## src/rtl/owm_pkg.sv

```systemverilog
package owm_pkg;
  localparam int TW   = 10;        // microsecond value width
  localparam int CW   = TW + 1;    // operation timer width
  localparam int NPAR = 9;

  typedef logic [TW-1:0] us_t;
  typedef logic [CW-1:0] ut_t;
  typedef logic [NPAR-1:0][TW-1:0] tset_t;

  localparam int P_SLOT   = 0;
  localparam int P_LOW0   = 1;
  localparam int P_LOW1   = 2;
  localparam int P_SAMPLE = 3;
  localparam int P_RSTL   = 4;
  localparam int P_RSTH   = 5;
  localparam int P_PDL    = 6;
  localparam int P_PDH    = 7;
  localparam int P_LOWR   = 8;

  typedef enum logic [1:0] {
    OP_RESET = 2'd0,
    OP_WR0   = 2'd1,
    OP_WR1   = 2'd2,
    OP_READ  = 2'd3
  } op_e;

  localparam logic [1:0] PRES_YES  = 2'b00;
  localparam logic [1:0] PRES_NONE = 2'b01;
  localparam logic [1:0] PRES_BAD  = 2'b11;

  typedef struct packed {
    us_t lo;
    us_t hi;
    us_t def;
  } lim_t;

  typedef struct packed {
    ut_t low;
    ut_t samp;
    ut_t fin;
    ut_t chk;
    ut_t wlo;
    ut_t whi;
  } plan_t;

  function automatic lim_t lim_of(input logic fast, input int idx);
    lim_t l;
    l = '{lo: us_t'(1), hi: us_t'(1), def: us_t'(1)};
    if (!fast) begin
      case (idx)
        P_SLOT:   l = '{lo: 60,  hi: 120, def: 60};
        P_LOW0:   l = '{lo: 60,  hi: 120, def: 60};
        P_LOW1:   l = '{lo: 1,   hi: 15,  def: 1};
        P_SAMPLE: l = '{lo: 15,  hi: 15,  def: 15};
        P_RSTL:   l = '{lo: 480, hi: 960, def: 480};
        P_RSTH:   l = '{lo: 480, hi: 960, def: 480};
        P_PDL:    l = '{lo: 60,  hi: 240, def: 60};
        P_PDH:    l = '{lo: 15,  hi: 60,  def: 60};
        P_LOWR:   l = '{lo: 1,   hi: 15,  def: 1};
        default:  l = '{lo: 1,   hi: 1,   def: 1};
      endcase
    end else begin
      case (idx)
        P_SLOT:   l = '{lo: 6,   hi: 16,  def: 11};
        P_LOW0:   l = '{lo: 6,   hi: 16,  def: 6};
        P_LOW1:   l = '{lo: 1,   hi: 2,   def: 1};
        P_SAMPLE: l = '{lo: 2,   hi: 2,   def: 2};
        P_RSTL:   l = '{lo: 48,  hi: 80,  def: 48};
        P_RSTH:   l = '{lo: 48,  hi: 960, def: 48};
        P_PDL:    l = '{lo: 8,   hi: 24,  def: 8};
        P_PDH:    l = '{lo: 2,   hi: 6,   def: 2};
        P_LOWR:   l = '{lo: 1,   hi: 2,   def: 1};
        default:  l = '{lo: 1,   hi: 1,   def: 1};
      endcase
    end
    return l;
  endfunction

  // The sample point and unknown indices never pass; others need lo <= v < hi.
  function automatic logic legal(input logic fast, input int idx, input us_t v);
    lim_t l;
    l = lim_of(fast, idx);
    return (idx != P_SAMPLE) && (idx < NPAR) && (v >= l.lo) && (v < l.hi);
  endfunction

  function automatic ut_t ext(input us_t v);
    return ut_t'(v);
  endfunction

  // Converts one timing set and an operation into absolute microsecond marks.
  function automatic plan_t plan_of(input op_e op, input tset_t t);
    plan_t p;
    ut_t slot;
    slot = ext(t[P_SLOT]);
    p = '0;
    p.samp = '1;
    case (op)
      OP_RESET: begin
        p.low = ext(t[P_RSTL]);
        p.fin = ext(t[P_RSTL]) + ext(t[P_RSTH]);
        p.chk = ext(t[P_RSTL]) + ut_t'(1);
        p.wlo = ext(t[P_RSTL]) + ext(t[P_PDH]);
        p.whi = ext(t[P_RSTL]) + ext(t[P_PDH]) + ext(t[P_PDL]);
      end
      OP_WR0: begin
        p.low = ext(t[P_LOW0]);
        p.fin = ((ext(t[P_LOW0]) > slot) ? ext(t[P_LOW0]) : slot) + ut_t'(1);
      end
      OP_WR1: begin
        p.low = ext(t[P_LOW1]);
        p.fin = slot + ut_t'(1);
      end
      default: begin
        p.low  = ext(t[P_LOWR]);
        p.samp = ext(t[P_SAMPLE]);
        p.fin  = slot + ut_t'(1);
      end
    endcase
    return p;
  endfunction
endpackage

```

## src/rtl/owm_tick.sv

```systemverilog
module owm_tick #(
  parameter int CLK_PER_US = 100
) (
  input  logic clk,
  input  logic rst_n,
  input  logic restart,
  output logic tick
);
  localparam int DW = (CLK_PER_US > 1) ? $clog2(CLK_PER_US) : 1;
  localparam logic [DW-1:0] LAST = DW'(CLK_PER_US - 1);

  logic [DW-1:0] div_q;

  assign tick = (div_q == LAST);

  always_ff @(posedge clk or negedge rst_n) begin
    if (!rst_n)       div_q <= '0;
    else if (restart) div_q <= '0;
    else if (tick)    div_q <= '0;
    else              div_q <= div_q + DW'(1);
  end

  AST_DIV_RANGE: assert property (@(posedge clk) disable iff (!rst_n)
    (32'(div_q) < CLK_PER_US));
endmodule

```

## src/rtl/owm_timing_regs.sv

```systemverilog
module owm_timing_regs
  import owm_pkg::*;
(
  input  logic       clk,
  input  logic       rst_n,
  input  logic       cfg_we,
  input  logic       cfg_set,
  input  logic [3:0] cfg_sel,
  input  us_t        cfg_data,
  output logic       cfg_err,
  output tset_t      std_set,
  output tset_t      fast_set
);
  tset_t bank [2];
  logic  accept;
  logic  err_q;

  assign accept  = cfg_we && legal(cfg_set, int'(cfg_sel), cfg_data);
  assign cfg_err = err_q;
  assign std_set  = bank[0];
  assign fast_set = bank[1];

  always_ff @(posedge clk or negedge rst_n) begin
    if (!rst_n) err_q <= 1'b0;
    else        err_q <= cfg_we && !accept;
  end

  for (genvar s = 0; s < 2; s++) begin : g_set
    for (genvar p = 0; p < NPAR; p++) begin : g_par
      localparam lim_t L = lim_of(s[0], p);
      always_ff @(posedge clk or negedge rst_n) begin
        if (!rst_n)
          bank[s][p] <= L.def;
        else if (accept && (cfg_set == s[0]) && (cfg_sel == 4'(p)))
          bank[s][p] <= cfg_data;
      end

      AST_REJECT_KEEPS: assert property (@(posedge clk) disable iff (!rst_n)
        (cfg_we && !accept) |=> $stable(bank[s][p]));
    end
  end
endmodule

```

## src/rtl/owm_slot_fsm.sv

```systemverilog
module owm_slot_fsm
  import owm_pkg::*;
(
  input  logic       clk,
  input  logic       rst_n,
  input  logic       cmd_valid,
  input  logic [1:0] cmd_op,
  input  logic       cmd_mode,
  input  tset_t      std_set,
  input  tset_t      fast_set,
  input  logic       line_in,
  input  logic       tick,
  output logic       restart,
  output logic       drive_low,
  output logic       busy,
  output logic       done,
  output logic       rx_bit,
  output logic [1:0] presence
);
  logic       busy_q, done_q, pre_bad_q, seen_q, stuck_q, bit_q, rx_q;
  logic [1:0] pres_q;
  op_e        op_q;
  plan_t      plan_q;
  ut_t        t_q;
  logic       accept;

  // Named events for the checks below.
  logic at_end, in_window, at_check, at_sample;

  assign accept    = cmd_valid && !busy_q;
  assign restart   = accept;
  assign at_end    = busy_q && !pre_bad_q && (t_q == plan_q.fin);
  assign in_window = (op_q == OP_RESET) && (t_q >= plan_q.wlo) && (t_q < plan_q.whi);
  assign at_check  = (op_q == OP_RESET) && (t_q == plan_q.chk);
  assign at_sample = (op_q == OP_READ) && (t_q == plan_q.samp);

  assign drive_low = busy_q && !pre_bad_q && (t_q < plan_q.low);
  assign busy      = busy_q;
  assign done      = done_q;
  assign rx_bit    = rx_q;
  assign presence  = pres_q;

  always_ff @(posedge clk or negedge rst_n) begin
    if (!rst_n) begin
      busy_q <= 1'b0; done_q <= 1'b0; pre_bad_q <= 1'b0;
      seen_q <= 1'b0; stuck_q <= 1'b0; bit_q <= 1'b1; rx_q <= 1'b1;
      pres_q <= PRES_NONE; op_q <= OP_RESET; plan_q <= '0; t_q <= '0;
    end else begin
      done_q <= 1'b0;
      if (accept) begin
        busy_q    <= 1'b1;
        t_q       <= '0;
        op_q      <= op_e'(cmd_op);
        plan_q    <= plan_of(op_e'(cmd_op), cmd_mode ? fast_set : std_set);
        pre_bad_q <= (op_e'(cmd_op) == OP_RESET) && !line_in;
        seen_q    <= 1'b0;
        stuck_q   <= 1'b0;
        bit_q     <= 1'b1;
      end else if (busy_q) begin
        if (pre_bad_q) begin
          busy_q    <= 1'b0;
          done_q    <= 1'b1;
          pre_bad_q <= 1'b0;
          pres_q    <= PRES_BAD;
        end else if (at_end) begin
          busy_q <= 1'b0;
          done_q <= 1'b1;
          if (op_q == OP_RESET)
            pres_q <= stuck_q ? PRES_BAD : (seen_q ? PRES_YES : PRES_NONE);
          if (op_q == OP_READ)
            rx_q <= bit_q;
        end else begin
          if (tick)                  t_q     <= t_q + ut_t'(1);
          if (at_sample)             bit_q   <= line_in;
          if (at_check && !line_in)  stuck_q <= 1'b1;
          if (in_window && !line_in) seen_q  <= 1'b1;
        end
      end
    end
  end

  AST_RELEASE_FINAL: assert property (@(posedge clk) disable iff (!rst_n)
    (busy_q && !drive_low) |=> !drive_low);
  AST_DONE_PULSE: assert property (@(posedge clk) disable iff (!rst_n)
    done_q |=> !done_q);
  AST_DONE_AFTER_BUSY: assert property (@(posedge clk) disable iff (!rst_n)
    done_q |-> (!busy_q && $past(busy_q)));
  AST_BUSY_IGNORES_CMD: assert property (@(posedge clk) disable iff (!rst_n)
    (busy_q && cmd_valid) |=> $stable(op_q));
  AST_PRES_ON_DONE: assert property (@(posedge clk) disable iff (!rst_n)
    !done_q |-> $stable(pres_q));
endmodule

```

## src/rtl/owire_slot_master.sv

```systemverilog
module owire_slot_master
  import owm_pkg::*;
#(
  parameter int CLK_PER_US = 100
) (
  input  logic       clk,
  input  logic       rst_n,
  input  logic       cmd_valid,
  input  logic [1:0] cmd_op,
  input  logic       cmd_mode,
  input  logic       cfg_we,
  input  logic       cfg_set,
  input  logic [3:0] cfg_sel,
  input  logic [9:0] cfg_data,
  output logic       cfg_err,
  input  logic       line_in,
  output logic       line_drive_low,
  output logic       busy,
  output logic       done,
  output logic       rx_bit,
  output logic [1:0] presence
);
  tset_t std_set, fast_set;
  logic  tick, restart;

  owm_tick #(.CLK_PER_US(CLK_PER_US)) u_tick (
    .clk(clk), .rst_n(rst_n), .restart(restart), .tick(tick)
  );

  owm_timing_regs u_regs (
    .clk(clk), .rst_n(rst_n), .cfg_we(cfg_we), .cfg_set(cfg_set),
    .cfg_sel(cfg_sel), .cfg_data(cfg_data), .cfg_err(cfg_err),
    .std_set(std_set), .fast_set(fast_set)
  );

  owm_slot_fsm u_fsm (
    .clk(clk), .rst_n(rst_n), .cmd_valid(cmd_valid), .cmd_op(cmd_op),
    .cmd_mode(cmd_mode), .std_set(std_set), .fast_set(fast_set),
    .line_in(line_in), .tick(tick), .restart(restart),
    .drive_low(line_drive_low), .busy(busy), .done(done),
    .rx_bit(rx_bit), .presence(presence)
  );

  AST_IDLE_RELEASED: assert property (@(posedge clk) disable iff (!rst_n)
    !busy |-> !line_drive_low);
endmodule

```

## config.mk

```make
export PLATFORM = sky130hd
export DESIGN_NAME = owire_slot_master
export DESIGN_NICKNAME = d
export VERILOG_FILES = /design/src/rtl/owm_pkg.sv /design/src/rtl/owm_tick.sv /design/src/rtl/owm_timing_regs.sv /design/src/rtl/owm_slot_fsm.sv /design/src/rtl/owire_slot_master.sv
export SDC_FILE = /design/constraint.sdc
export NUM_CORES = 1
export LEC_CHECK = 0
export BUFFER_PORTS_ARGS = -buffer_cell sky130_fd_sc_hd__buf_2
export CORE_MARGIN = 5
export CORE_UTILIZATION = 60
export CTS_CLUSTER_SIZE = 16
export DETAILED_ROUTE_END_ITERATION = 7
export PLACE_DENSITY = 0.77
export SLEW_MARGIN = 20
export SYNTH_ARGS = -nofsm -noshare
export SYNTH_HDL_FRONTEND = slang
export SYNTH_SLANG_ARGS = --single-unit
```

## constraint.sdc

```tcl
create_clock -name clk -period 6.6 [get_ports clk]
set_clock_uncertainty 0.2 [all_clocks]
set_input_delay 1.32 -clock clk [delete_from_list [all_inputs] [get_ports clk]]
set_output_delay 1.32 -clock clk [all_outputs]
set_load 0.03 [all_outputs]
```

==> summary.md, run 1 <==
| Metric | Value |
|---|---|
| Initial antenna violation count | `1` |
| Status | `finished clean` |
| Minimum clock period | `5.29 ns` |
| Reg clk slew, reported paths | `0.06 ns` |
| Depth of the CTS H-tree | `1` |
| Clock Path Buffers | `3` |
| Post-synth ARST share | `100%` |
| Worst-Skew Late Latency | `around 0.55 ns` |
| Cts hold-fix bufs | `0` |
| Sw Ratio | `roughly 30%` |
| DRC Markers | `0` |
| Cts repair resizes | `0` |
| Fin nets | `1494` |
| Max-cap violations | `0` |
| WP data required | `just under 7 ns` |
| Switch Pwr | `between 1 and 1.5 mW` |
| Crit Path Max Fanout | `55` |
| Die Y | `roughly 170 um` |
| CTS tree | `yes` |
| Peak supply drop | `roughly 0.00022 V` |
| Syn_nets | `1511` |
| Wire per inst | `approximately 21 um` |
| Input/output buffers | `29` |
| Total core area | `around 0.025 mm2` |
| Die ar. | `about 0.029 mm2` |
| Num CTS Buffers | `29` |
| Comb power frac | `between 20% and 30%` |
| Row count | `58` |
| Fmax | `approximately 190 MHz` |
| Setup ws final | `1.31 ns` |
| Clock power share | `between 30% and 40%` |
| GRT Util Overall | `about a quarter` |
| Power per cell area | `approximately 290 mW/mm2` |
| Io pins | `30` |
| Area delta synth->final | `8.76%` |
| RSZ-0062 raised after global routing | `false` |
| Antenna Nets Post-Route | `0` |
| Setup CP Type | `in2reg` |
| Largest net degree at the start of global routing | `195` |
| Crit. End Element | `flip-flop` |
| Total grt overflow | `0` |
| Power Internal | `between 3 and 4 mW` |
| DR vias/cell | `between 6 and 7` |
| Clock sink count | `~280` |
| CP Launch Type | `input port` |
| Die width | `around 170 um` |
| Min-delay worst type | `reg2reg` |
| Initial DRC count | `around 800` |
| Seq pwr share | `44.0%` |
| Syn avg cell area | `between 10 and 15 um2` |
| Fin util | `66.4%` |
| Layout cells sized above 1 | `between 20 and 30%` |
| Initial Utilization | `roughly three fifths` |
| RePlAce Congestion | `0.921` |
| Slew @ Worst Pin | `0.805 ns` |
| Routed via count | `approximately 11000` |
| Post-Syn Area | `around 0.015 mm2` |
| Rel. slew slack | `~46%` |
| #FFs+latches synth | `about 280` |
| Prevailing post-synth register cell | `dfrtp_1` |
| CTS Root Cell | `clkbuf_16` |
| Final period utilization | `about four fifths` |
| Post-synth EDFFs | `0` |
| Leak | `around 8 nW` |
| Setup Fix Bufs, Post-CTS | `0` |
| Drt pass-1 iters | `5` |
| First-pass GRT wire length | `58.3 mm` |
| Antenna diodes | `0` |
| Setup-failing EPs final | `0` |
| Max-slew violations | `0` |
| Post-Route Setup TNS | `0 ns` |
| WHS Path Cells | `0` |
| Overall routed net length | `35.8 mm` |
| Syn. warnings | `0` |
| Unique masters post-synth | `66` |
| WP data arrival | `around 5.5 ns` |
| Cell count after synthesis | `roughly 1400` |
| Post-DP HPWL | `24.9 mm` |
| Pre-CTS setup slack | `roughly 0.8 ns` |
| Hold Fails Final Rpt | `0` |
| Vias in the first global route | `between 10000 and 15000` |
| Seq/Total Area, Yosys | `a little under half` |
| R2R cell count | `17` |
## cell families (layout without fill, tap and decap cells)
group	after synthesis	after routing	synth area share, %
AO/OA/AOI/OAI	242	242	10.2
XOR/XNOR	85	85	4.84
adder cells (fa/ha/maj)	98	98	8.12
buffers and inverters	143	149	3.53
flip-flops	275	275	45.1
multiplexers	250	250	18.7
AND/OR/NAND/NOR	297	297	9.44
## worst max-delay path, stage by stage
cell,delay (ns)
buf_4,0.61
mux2i_1,0.44
inv_1,0.11
ha_1,0.31
nand4_1,0.16
a211oi_1,0.20
a2111oi_0,0.10
nor4_2,0.38
nor2_1,0.13
a21oi_1,0.14
ha_1,0.24
inv_1,0.08
a211oi_1,0.47
nor3b_1,0.29
xor2_1,0.17
nor2_1,0.05
a21oi_1,0.12
a31oi_1,0.09
## layout make-up
| type | count | area (um2) |
|---|---|---|
| multi-input cells | 972 | 7910 |
| clock buffers | 43 | 828 |
| fillers | 1901 | 8460 |
| repair buffers | 38 | 270 |
| flip-flops and latches | 275 | 6940 |
| well taps | 330 | 413 |
| inverters | 57 | 214 |
| clock inverters | 11 | 148 |
## metrics by stage
stage               power [mW]  instance area [um2]  hold WS, ns  cells
finish                    4.80                16700        0.167   1726
global route              5.05                16700        0.172   1726
CTS                       4.83                16700        0.168   1725
detailed placement        3.17                15700        0.159   1671
global placement          3.12                15700        0.157   1671
floorplan                 2.85                15400        0.225   1390
## routing by layer
metal  wire (um)  global-route usage, %  share of wire, %
met1       16400                   36.9                46
met2       16900                   40.0                47
met3        1610                   3.11               4.5
met4         873                   5.90               2.4
met5           8                      0             0.022
## flip-flops by register name, summed over array words and instances, names as in the netlist, 2 cells and up
name             flops
u_fsm.op_q           2
u_fsm.plan_q        65
u_fsm.presence       2
u_fsm.t_q           11
u_regs.fast_set     90
u_regs.std_set      90
u_tick.div_q         7
## worst paths after layout
| path | startpoint | to | slack (ns) |
|---|---|---|---|
| min in group asynchronous | rst_n | u_regs.fast_set[39] | 0.56 |
| min | u_regs.fast_set[31] | u_regs.fast_set[31] | 0.17 |
| max | cmd_mode | u_fsm.plan_q[41] | 1.31 |
| max reg2reg | u_regs.fast_set[19] | u_fsm.plan_q[41] | 2.43 |
| max in group asynchronous | rst_n | u_regs.fast_set[70] | 4.20 |
| min reg2reg | u_regs.fast_set[31] | u_regs.fast_set[31] | 0.17 |
## power by group through the flow
| stage | combinational [mW] | sequential (mW) | clock (mW) |
|---|---|---|---|
| 3_3_place_gp | 0.995 | 2.13 | 0 |
| 2_1_floorplan | 0.772 | 2.08 | 0 |
| 3_5_place_dp | 1.03 | 2.14 | 0 |
| 4_1_cts | 1.04 | 2.11 | 1.67 |
| 6_report | 1.04 | 2.11 | 1.65 |
| 5_1_grt | 1.17 | 2.14 | 1.75 |
## synth_stat cells (5+ instances only)
master	n	area, um2
a211oi_1	29	218
nor3_1	16	80.1
inv_1	54	203
ha_1	95	1190
o21ai_0	59	295
clkbuf_1	73	274
and2_1	6	37.5
nand4_1	13	81.3
buf_1	8	30.0
nor2b_1	10	62.6
o31ai_1	6	45.0
a22oi_1	6	45.0
a22o_1	7	61.3
mux4_2	10	225
a31oi_1	8	50.1
a21oi_1	54	270
nand2b_1	11	68.8
buf_2	5	25.0
mux2i_1	37	370
nand3_1	25	125
nor2_1	90	338
xor2_1	41	359
nand2_1	80	300
dfstp_2	47	1230
o22ai_1	7	43.8
o21a_1	8	60.1
and3_1	12	75.1
dfrtp_1	228	5710
xnor2_1	44	385
a2111oi_0	6	52.6
a21o_1	16	120
a211o_1	6	52.6
nor4_1	11	68.8
mux2_2	203	2290
## cell usage in the layout (no fill, tap or decap), types with 29 or more instances in the layout
cell	instances
dfrtp_1	228
o21ai_0	59
mux2_2	203
nand2_1	80
a211oi_1	29
inv_1	54
ha_1	95
dfstp_2	47
a21oi_1	54
xnor2_1	44
mux2i_1	37
xor2_1	41
clkbuf_16	29
nor2_1	90
(Power assumes the default switching activity.)
==> run 2, diff against run 1 <==
Settings changed: CORE_UTILIZATION 60 to 57, PLACE_DENSITY 0.77 to 0.76.
Clock period 6.6 ns to 4.3 ns, I/O delays scaled along.
==> summary.md, run 2 (synthesis results as in run 1) <==
| Metric | Value |
|---|---|
| Most common cell after layout, fill and taps aside | `dfrtp_1` |
| Power per cell area | `418 mW/mm2 (+46%)` |
| Layout cells sized above 1 | `32.0% (+6.4 points)` |
| Slew @ Worst Pin | `0.806 ns (+0.00112 ns)` |
| Initial DRC count | `612 (-24%)` |
| Status | `finished clean` |
| Routed via count | `11100 (+5.3%)` |
| Antenna diodes | `0 (unchanged)` |
| Crit. End Element | `flip-flop` |
| R2r startpoint | `u_regs.std_set[16]` |
| Hold Fails Final Rpt | `0 (unchanged)` |
| Initial Utilization | `57.5% (-3.5 points)` |
| Pwr Total | `7.44 mW (+55%)` |
| FF-to-FF End | `u_fsm.plan_q[41]` |
| Total grt overflow | `0 (unchanged)` |
| Total core area | `0.0267 mm2 (+6.1%)` |
| Setup CP Type | `in2reg` |
| Post-Layout Inst Area | `0.0178 mm2 (+6.4%)` |
| Worst-Skew Late Latency | `0.55 ns (about the same)` |
| CP delay by family, top | `compound AO/OA/AOI/OAI gates` |
| DRC Markers | `0 (unchanged)` |
| R2r setup slk | `0.49 ns (-1.94 ns)` |
| Wire per inst | `20.0 um (-3.3%)` |
| Max incr delay on CP | `0.39 ns (-0.22 ns)` |
| Overall routed net length | `37.4 mm (+4.4%)` |
| Fmax | `~250 MHz` |
| Min-delay worst type | `in2async` |
| Largest net degree at the start of global routing | `93 (-52%)` |
| Final period utilization | `a little over nine tenths` |
| CP Cell Sequence | `buf_6 -> buf_6 -> mux2_2 -> ha_1 -> fa_1 -> a21oi_1 -> nor2_1 -> o21a_1 -> o21a_1 -> nor2_1 -> xnor2_1 -> ha_1 -> o21a_1 -> a21oi_1 -> o21ai_0 -> a21oi_1 -> xnor2_1 -> o22ai_1` |
| CTS Root Cell | `clkbuf_16` |
| Critical path depth | `18 (unchanged)` |
| Minimum clock period | `between 4 and 5 ns` |
| Post-Place Cell Area | `0.0168 mm2 (+7.1%)` |
| CP Launch Type | `input port` |
| Fin nets | `1621 (+8.5%)` |
| Setup ws final | `0.267 ns (-1.05 ns)` |
| Die width | `174 um (+2.4%)` |
| Pre-CTS setup slack | `-0.371 ns (-1.17 ns)` |
| Max-slew violations | `0 (unchanged)` |
| Clock Path Buffers | `3 (unchanged)` |
| Reg clk slew, reported paths | `0.06 ns (about the same)` |
| R2R cell count | `19 (+2)` |
| Drt pass-1 iters | `5 (unchanged)` |
| WP data required | `4.50 ns (-2.29 ns)` |
| First-pass GRT wire length | `61.5 mm (+5.5%)` |
| Depth of the CTS H-tree | `1 (unchanged)` |
| WP data arrival | `4.23 ns (-1.24 ns)` |
| Post-DP HPWL | `26.9 mm (+7.9%)` |
| Io pins | `30 (unchanged)` |
| Rel. slew slack | `46.3% (-0.074 points)` |
| GRT Util Overall | `24.8% (-0.23 points)` |
| Most frequent cells in the layout | `dfrtp_1, mux2_2, buf_4` |
| Row count | `60 (+3.4%)` |
| Die Y | `174 um (+2.4%)` |
| Input/output buffers | `29 (unchanged)` |
| Max-cap violations | `0 (unchanged)` |
| Leak | `8.62 nW (+8.1%)` |
| Crit Path Max Fanout | `15 (-73%)` |
| Slowest CP cell | `fa_1` |
| Clock sink count | `275 (unchanged)` |
| Die ar. | `0.0304 mm2 (+5.0%)` |
| Antenna Nets Post-Route | `0 (unchanged)` |
| Vias in the first global route | `11600 (+9.9%)` |
| Initial antenna violation count | `0 (-1)` |
| Area delta synth->final | `15.7%` |
| Num CTS Buffers | `29 (unchanged)` |
| Critical path buffers and inverters | `2 (-1)` |
| CTS tree | `yes` |
| DR vias/cell | `5.94 (-2.5%)` |
| RePlAce Congestion | `0.921 (about the same)` |
| Setup-failing EPs final | `0 (unchanged)` |
| RSZ-0062 raised after global routing | `false` |
| Peak supply drop | `0.000297 V (+33%)` |
[run 2: layer usage]
| metal | routed length (um) | GRT usage (%) | vias to the layer above |
|---|---|---|---|
| li1 | - | - | 5198 |
| met4 | 1470 | 8.84 | 0 |
| met1 | 16900 | 34.3 | 5510 |
| met2 | 17300 | 40.6 | 269 |
| met3 | 1600 | 3.07 | 97 |
| met5 | 0 | 0 | - |
[run 2: cell type report]
cell class                      instances  area, um2
Fill cell                            1970       8930
Multi-Input combinational cell        972       7950
Sequential cell                       275       6940
Timing Repair Buffer                  165       1340
Clock buffer                           44        812
Tap cell                              341        427
Inverter                               57        214
Clock inverter                         10        111
[run 2: where the power goes]
part / internal [mW] / switching (mW) / total, mW
clock: 1.42 / 1.00 / 2.42
sequential: 2.97 / 0.254 / 3.22
combinational: 0.831 / 0.960 / 1.79
total: 5.22 / 2.22 / 7.44
[run 2: how the worst max path moves through the flow]
stage / from / end / slack (ns)
6_report: cmd_mode / u_fsm.plan_q[10] / 0.27
3_3_place_gp: cmd_mode / u_fsm.plan_q[9] / -0.27
2_1_floorplan: cmd_mode / u_fsm.plan_q[41] / -0.39
5_1_grt: cmd_mode / u_fsm.plan_q[9] / 0.05
4_1_cts: cmd_mode / u_fsm.plan_q[41] / 0.20
3_5_place_dp: cmd_mode / u_fsm.plan_q[41] / -0.37
[run 2: timing repair]
action                     CTS  global route
setup buffers                0             1
hold buffers                 0             0
resized for setup            0             4
setup endpoints to repair    0             4
[run 2: metrics by stage]
step	instances	hold slack (ns)	util, %	setup TNS (ns)
finish	1864	0.138	66.6	0
global route	1864	0.172	66.6	0
floorplan	1390	0.225	-	-2.14
CTS	1863	0.156	66.5	0
global placement	1809	0.157	63.0	-1.53
detailed placement	1809	0.159	63.0	-3.45
